==> config.mk <==
export PLATFORM = sky130hd
export DESIGN_NAME = lut_mem_cell
export DESIGN_NICKNAME = d
export VERILOG_FILES = /design/src/rtl/cell_pkg.sv /design/src/rtl/cell_in_latch.sv /design/src/rtl/cell_store.sv /design/src/rtl/cell_out_mux.sv /design/src/rtl/lut_mem_cell.sv
export SDC_FILE = /design/constraint.sdc
export NUM_CORES = 1
export LEC_CHECK = 0
export BUFFER_PORTS_ARGS = -buffer_cell sky130_fd_sc_hd__buf_2
export CORE_ASPECT_RATIO = 1.75
export CORE_MARGIN = 1.5
export CORE_UTILIZATION = 39
export DETAILED_ROUTE_END_ITERATION = 16
export SLEW_MARGIN = 10
export SYNTH_ARGS = -nofsm -noshare
export SYNTH_HDL_FRONTEND = slang
export SYNTH_SLANG_ARGS = --single-unit
==> constraint.sdc <==
create_clock -name clk -period 2.1 [get_ports clk]
set_input_delay 0.21 -clock clk [delete_from_list [all_inputs] [get_ports clk]]
set_output_delay 0.21 -clock clk [all_outputs]
set_load 0.05 [all_outputs]
==> src/rtl/cell_pkg.sv <==
package cell_pkg;

    localparam int SIDES   = 4;
    localparam int IDX_W   = SIDES;
    localparam int ENTRIES = 1 << IDX_W;
    localparam int CHAIN_W = SIDES * ENTRIES + 1;

    typedef enum logic [1:0] {
        SIDE_N = 2'd0,
        SIDE_E = 2'd1,
        SIDE_S = 2'd2,
        SIDE_W = 2'd3
    } side_e;

    typedef enum logic {
        MODE_LOGIC = 1'b0,
        MODE_MEM   = 1'b1
    } cell_mode_e;

    typedef logic [ENTRIES-1:0] table_t;
    typedef logic [IDX_W-1:0]   nbr_vec_t;

    // Packed so the serial chain position maps directly: mode on top,
    // table i at bits [ENTRIES*i +: ENTRIES].
    typedef struct packed {
        cell_mode_e             mode;
        table_t [SIDES-1:0]     tables;
    } cell_cfg_t;

    function automatic int opposite_side(input int s);
        return (s + 2) % SIDES;
    endfunction

    function automatic logic lut_pick(input table_t t, input nbr_vec_t idx);
        return t[idx];
    endfunction

    function automatic table_t line_push(input table_t t, input logic din);
        return {t[ENTRIES-2:0], din};
    endfunction

endpackage

==> src/rtl/cell_in_latch.sv <==
module cell_in_latch
    import cell_pkg::*;
(
    input  logic     clk,
    input  logic     rst,
    input  nbr_vec_t d,
    output nbr_vec_t q
);

    always_ff @(posedge clk) begin
        if (rst) q <= '0;
        else     q <= d;
    end

endmodule

==> src/rtl/cell_store.sv <==
module cell_store
    import cell_pkg::*;
#(
    parameter int DATA_SIDE = 0,
    parameter int EN_SIDE   = 3,
    parameter int TAIL_SIDE = 2
) (
    input  logic      clk,
    input  logic      rst,
    input  logic      cfg_en,
    input  logic      cfg_din,
    input  nbr_vec_t  in_q,
    output cell_cfg_t cfg_q
);

    logic [CHAIN_W-1:0] flat_q;
    logic [CHAIN_W-1:0] flat_cfg_nxt;
    cell_cfg_t          cfg_nxt;
    logic               line_shift;

    assign flat_q       = cfg_q;
    assign flat_cfg_nxt = {flat_q[CHAIN_W-2:0], cfg_din};
    assign line_shift   = (cfg_q.mode == MODE_MEM) && in_q[EN_SIDE];

    always_comb begin
        cfg_nxt = cfg_q;
        if (cfg_en) begin
            cfg_nxt = cell_cfg_t'(flat_cfg_nxt);
        end else if (line_shift) begin
            cfg_nxt.tables[TAIL_SIDE] =
                line_push(cfg_q.tables[TAIL_SIDE], in_q[DATA_SIDE]);
        end
    end

    always_ff @(posedge clk) begin
        if (rst) cfg_q <= '0;
        else     cfg_q <= cfg_nxt;
    end

endmodule

==> src/rtl/cell_out_mux.sv <==
module cell_out_mux
    import cell_pkg::*;
#(
    parameter int TAIL_SIDE = 2
) (
    input  nbr_vec_t          in_q,
    input  cell_cfg_t         cfg_q,
    output logic [SIDES-1:0]  out
);

    for (genvar g = 0; g < SIDES; g++) begin : g_side
        if (g == TAIL_SIDE) begin : g_tail
            assign out[g] = (cfg_q.mode == MODE_MEM)
                          ? cfg_q.tables[g][ENTRIES-1]
                          : lut_pick(cfg_q.tables[g], in_q);
        end else begin : g_plain
            assign out[g] = lut_pick(cfg_q.tables[g], in_q);
        end
    end

endmodule

==> src/rtl/lut_mem_cell.sv <==
module lut_mem_cell
    import cell_pkg::*;
#(
    parameter int DATA_SIDE = 0,
    parameter int EN_SIDE   = 3
) (
    input  logic       clk,
    input  logic       rst,
    input  logic       cfg_en,
    input  logic       cfg_din,
    input  logic [3:0] nbr_in,
    output logic [3:0] nbr_out
);

    localparam int TAIL_SIDE = opposite_side(DATA_SIDE);

    nbr_vec_t  in_q;
    cell_cfg_t cfg_q;

    cell_in_latch u_latch (
        .clk (clk),
        .rst (rst),
        .d   (nbr_in),
        .q   (in_q)
    );

    cell_store #(
        .DATA_SIDE (DATA_SIDE),
        .EN_SIDE   (EN_SIDE),
        .TAIL_SIDE (TAIL_SIDE)
    ) u_store (
        .clk     (clk),
        .rst     (rst),
        .cfg_en  (cfg_en),
        .cfg_din (cfg_din),
        .in_q    (in_q),
        .cfg_q   (cfg_q)
    );

    cell_out_mux #(
        .TAIL_SIDE (TAIL_SIDE)
    ) u_mux (
        .in_q  (in_q),
        .cfg_q (cfg_q),
        .out   (nbr_out)
    );

endmodule

==> results.sh <==
export IMPL_synthesized_netlist_cell_count=266
export IMPL_die_h_um=118
export IMPL_antenna_found_initial=0
export IMPL_timing_setup_critical_path_class="flip-flop to output port"
export IMPL_htreeDepth=3
export IMPL_post_synth_instance_area_um2=2930
export IMPL_worst_setup_hold_path_clk_slew_ps=50
export IMPL_worst_slew_pin_transition_ps=1090
export IMPL_yosys_top_cells_area="sky130_fd_sc_hd__dfxtp_1, sky130_fd_sc_hd__mux2i_1, sky130_fd_sc_hd__mux4_1, sky130_fd_sc_hd__nor2_1, sky130_fd_sc_hd__mux4_2"
export IMPL_clockBufferDepth=2
export IMPL_number_of_standard_cells_in_the_layout_taps_in_and_fillers_out=363
export IMPL_std_cell_rows=41
export IMPL_count_of_buffers_from_port_buffering=11
export IMPL_synthDominantCellAreaShare_pct=47.2
export IMPL_achievable_frequency_mhz=441
export IMPL_routed_via_density=5.25
export IMPL_period_minus_slack_ps=2270
export IMPL_cts_tree="yes"
export IMPL_hold_path_cell_count=2
export IMPL_detailedPlacementHpwl_um=3350
export IMPL_yosys_most_used_dff="sky130_fd_sc_hd__dfxtp_1"
export IMPL_seq_area_frac_synth_pct=47.2
export IMPL_critical_path_arrival_ps=2060
export IMPL_nNetsFinal=285
export IMPL_crit_path_end_kind="output port"
export IMPL_violations="setup timing"
export IMPL_worstPathMaxFanout=8
export IMPL_ys_warnings_count=0
export IMPL_grt_overflow=0
export IMPL_ctsRootBufferMaster="sky130_fd_sc_hd__clkbuf_16"
export IMPL_rsz0062_at_grt="true"
export IMPL_layout_core_utilization_pct=46.7
export IMPL_maxCapViolCount=0
export IMPL_first_pass_grt_wire_length_um=8960
export IMPL_synth_edff_count=0
export IMPL_setup_ws_ps=-165
export IMPL_syn_nets=274
export IMPL_hold_path_class="input port to flip-flop"
export IMPL_hold_slack_ps=86.3
export IMPL_proportion_of_total_power_due_to_net_switching_pct=21.0
export IMPL_gpl_final_weighted_congestion=0.721
export IMPL_setup_total_negative_slack_ps=-583
export IMPL_vdd_ir_drop_worst_v=0.000430
export IMPL_most_area_hungry_cell_type_in_the_yosys_netlist="sky130_fd_sc_hd__dfxtp_1"
export IMPL_pwr_share_seq_pct=48.0
export IMPL_yosys_cell_types=17
export IMPL_clock_sinks=69
export IMPL_clock_power_share_pct=46.1
export IMPL_fill_cells=682
export IMPL_synth_top_cells_by_count="sky130_fd_sc_hd__dfxtp_1, sky130_fd_sc_hd__mux2i_1, sky130_fd_sc_hd__nor2_1"
export IMPL_postSynth_asyncResetShare_pct=0
export IMPL_routed_wire_length_per_instance_um=15.0
export IMPL_number_of_global_route_vias_before_repair=1869
export IMPL_yosysMostFrequentCell="sky130_fd_sc_hd__dfxtp_1"
export IMPL_final_max_slew_viol_count=0
export IMPL_antenna_cells_inserted=0
export IMPL_avgSynthCellArea_um2=11.0
export IMPL_detail_route_iter0_violations=140
export IMPL_leakage_nw=1.35
export IMPL_power_density_nw_per_um2=821
export IMPL_core_region_area_um2=7230
export IMPL_syn2layout_area_growth_pct=15.5
export IMPL_power_combinational_fraction_pct=5.9
export IMPL_ios=12
export IMPL_routed_via_count=1905
export IMPL_p_int_mw=2.19
export IMPL_drt_pass1_iter_count=4
export IMPL_setup_violations=4
export IMPL_total_of_flip_flops_plus_latches_after_synthesis=69
export IMPL_status="finished with violations"
export IMPL_grtUsageTotal_pct=15.2
export IMPL_count_of_nets_left_with_antenna_violations_after_detail_routing=0
export IMPL_cts_made_buffers=9
export IMPL_post_route_skew_ps=3.60
export IMPL_r2r_setup_slack_ps=410
export IMPL_worst_skew_pair_latency_ps=330
export IMPL_critPathRequiredTime_ps=1890
export IMPL_layout_worst_path_cycle_share_pct=108
export IMPL_switchingPower_mw=0.583
export IMPL_grt_start_max_net_pins=70
export IMPL_slew_headroom_pct=27.1
export IMPL_remaining_drc_errors=0
export IMPL_worst_reg2reg_path_length_in_cells=3
export IMPL_design_die_area_um2=8060
export IMPL_worst_setup_path_start_kind="flip-flop"
export IMPL_finalHoldViolations=0
export IMPL_pre_cts_slack_ps=100
export IMPL_dp_cells=347
export IMPL_post_route_cells_drive_above_1_share_pct=19.1
export IMPL_route_final_wire_length_um=5440
export IMPL_cts_hold_fix_buffers=0
export IMPL_initial_core_util_pct=40.5
export IMPL_dieWidth_um=68.5
==> what timing repair did <==
action,in CTS,in global routing
endpoints found under the setup margin,4,4
buffers inserted,0,3
gates resized for setup,16,15
cloned,1,1
endpoints found under the hold margin,0,0
==> worst paths after layout <==
path | start | to
worst max-delay path | u_latch.q[0] | nbr_out[3]
worst min register to register | u_store.cfg_q[46] | u_store.cfg_q[46]
worst min-delay path | nbr_in[3] | u_latch.q[3]
worst max register to register | u_latch.q[3] | u_store.cfg_q[37]
==> cells by family (layout without fill, tap and decap cells) <==
| kind of cell | Yosys count | count (layout) | share of synthesized area, % |
|---|---|---|---|
| and+or+nand+nor | 85 | 85 | 11.2 |
| DFF | 69 | 69 | 47.2 |
| muxes | 72 | 72 | 34.4 |
| AOI/OAI and AO/OA | 19 | 19 | 3.42 |
| buffers and inverters | 21 | 32 | 3.72 |
==> metrics by stage <==
step,power (mW),instance area (um^2)
global route,2.87,3380
floorplan,1.47,2930
finish,2.78,3380
global placement,1.50,3060
CTS,2.80,3340
detailed placement,1.50,3060
==> per-layer routing <==
layer	up-vias	routed length (um)	track usage (%)
met2	22	2840	23.7
met3	10	140	3.73
met4	0	180	10.5
met1	929	2270	17.5
met5	-	0	0
li1	944	-	-
==> cell usage in the layout (no fill, tap or decap), drive strengths merged <==
cell,n
nor2,50
buf,20
mux2i,52
dfxtp,69
nand2,31
a21oi,16
a211oi,1
nor2b,4
mux2,1
mux4,19
a21o,1
o21ai,1
clkbuf,12
==> sequential cells by signal (all words and copies together) (netlist names) <==
signal,flops
u_latch.q,4
u_store.cfg_q,65
==> power groups by stage <==
stage          sequential, mW  clock (mW)  combinational [mW]
2_1_floorplan            1.35           0               0.116
3_3_place_gp             1.36           0               0.142
3_5_place_dp             1.36           0               0.144
4_1_cts                  1.33        1.31               0.153
5_1_grt                  1.33        1.36               0.178
6_report                 1.33        1.28               0.164
==> area by class of cell <==
cell class / instances / area [um^2] / area share [%]
multi-input cells: 176 / 1400 / 41.3
flip-flops and latches: 69 / 1390 / 41.0
repair buffers: 21 / 249 / 7.36
clock buffers: 11 / 243 / 7.18
well taps: 86 / 108 / 3.18
==> critical path, stage by stage (launching register included) <==
cell,delay [ps]
sky130_fd_sc_hd__dfxtp_4,400
sky130_fd_sc_hd__buf_16,150
sky130_fd_sc_hd__mux4_2,500
sky130_fd_sc_hd__mux4_2,510
sky130_fd_sc_hd__buf_8,170
(Power assumes the default switching activity.)
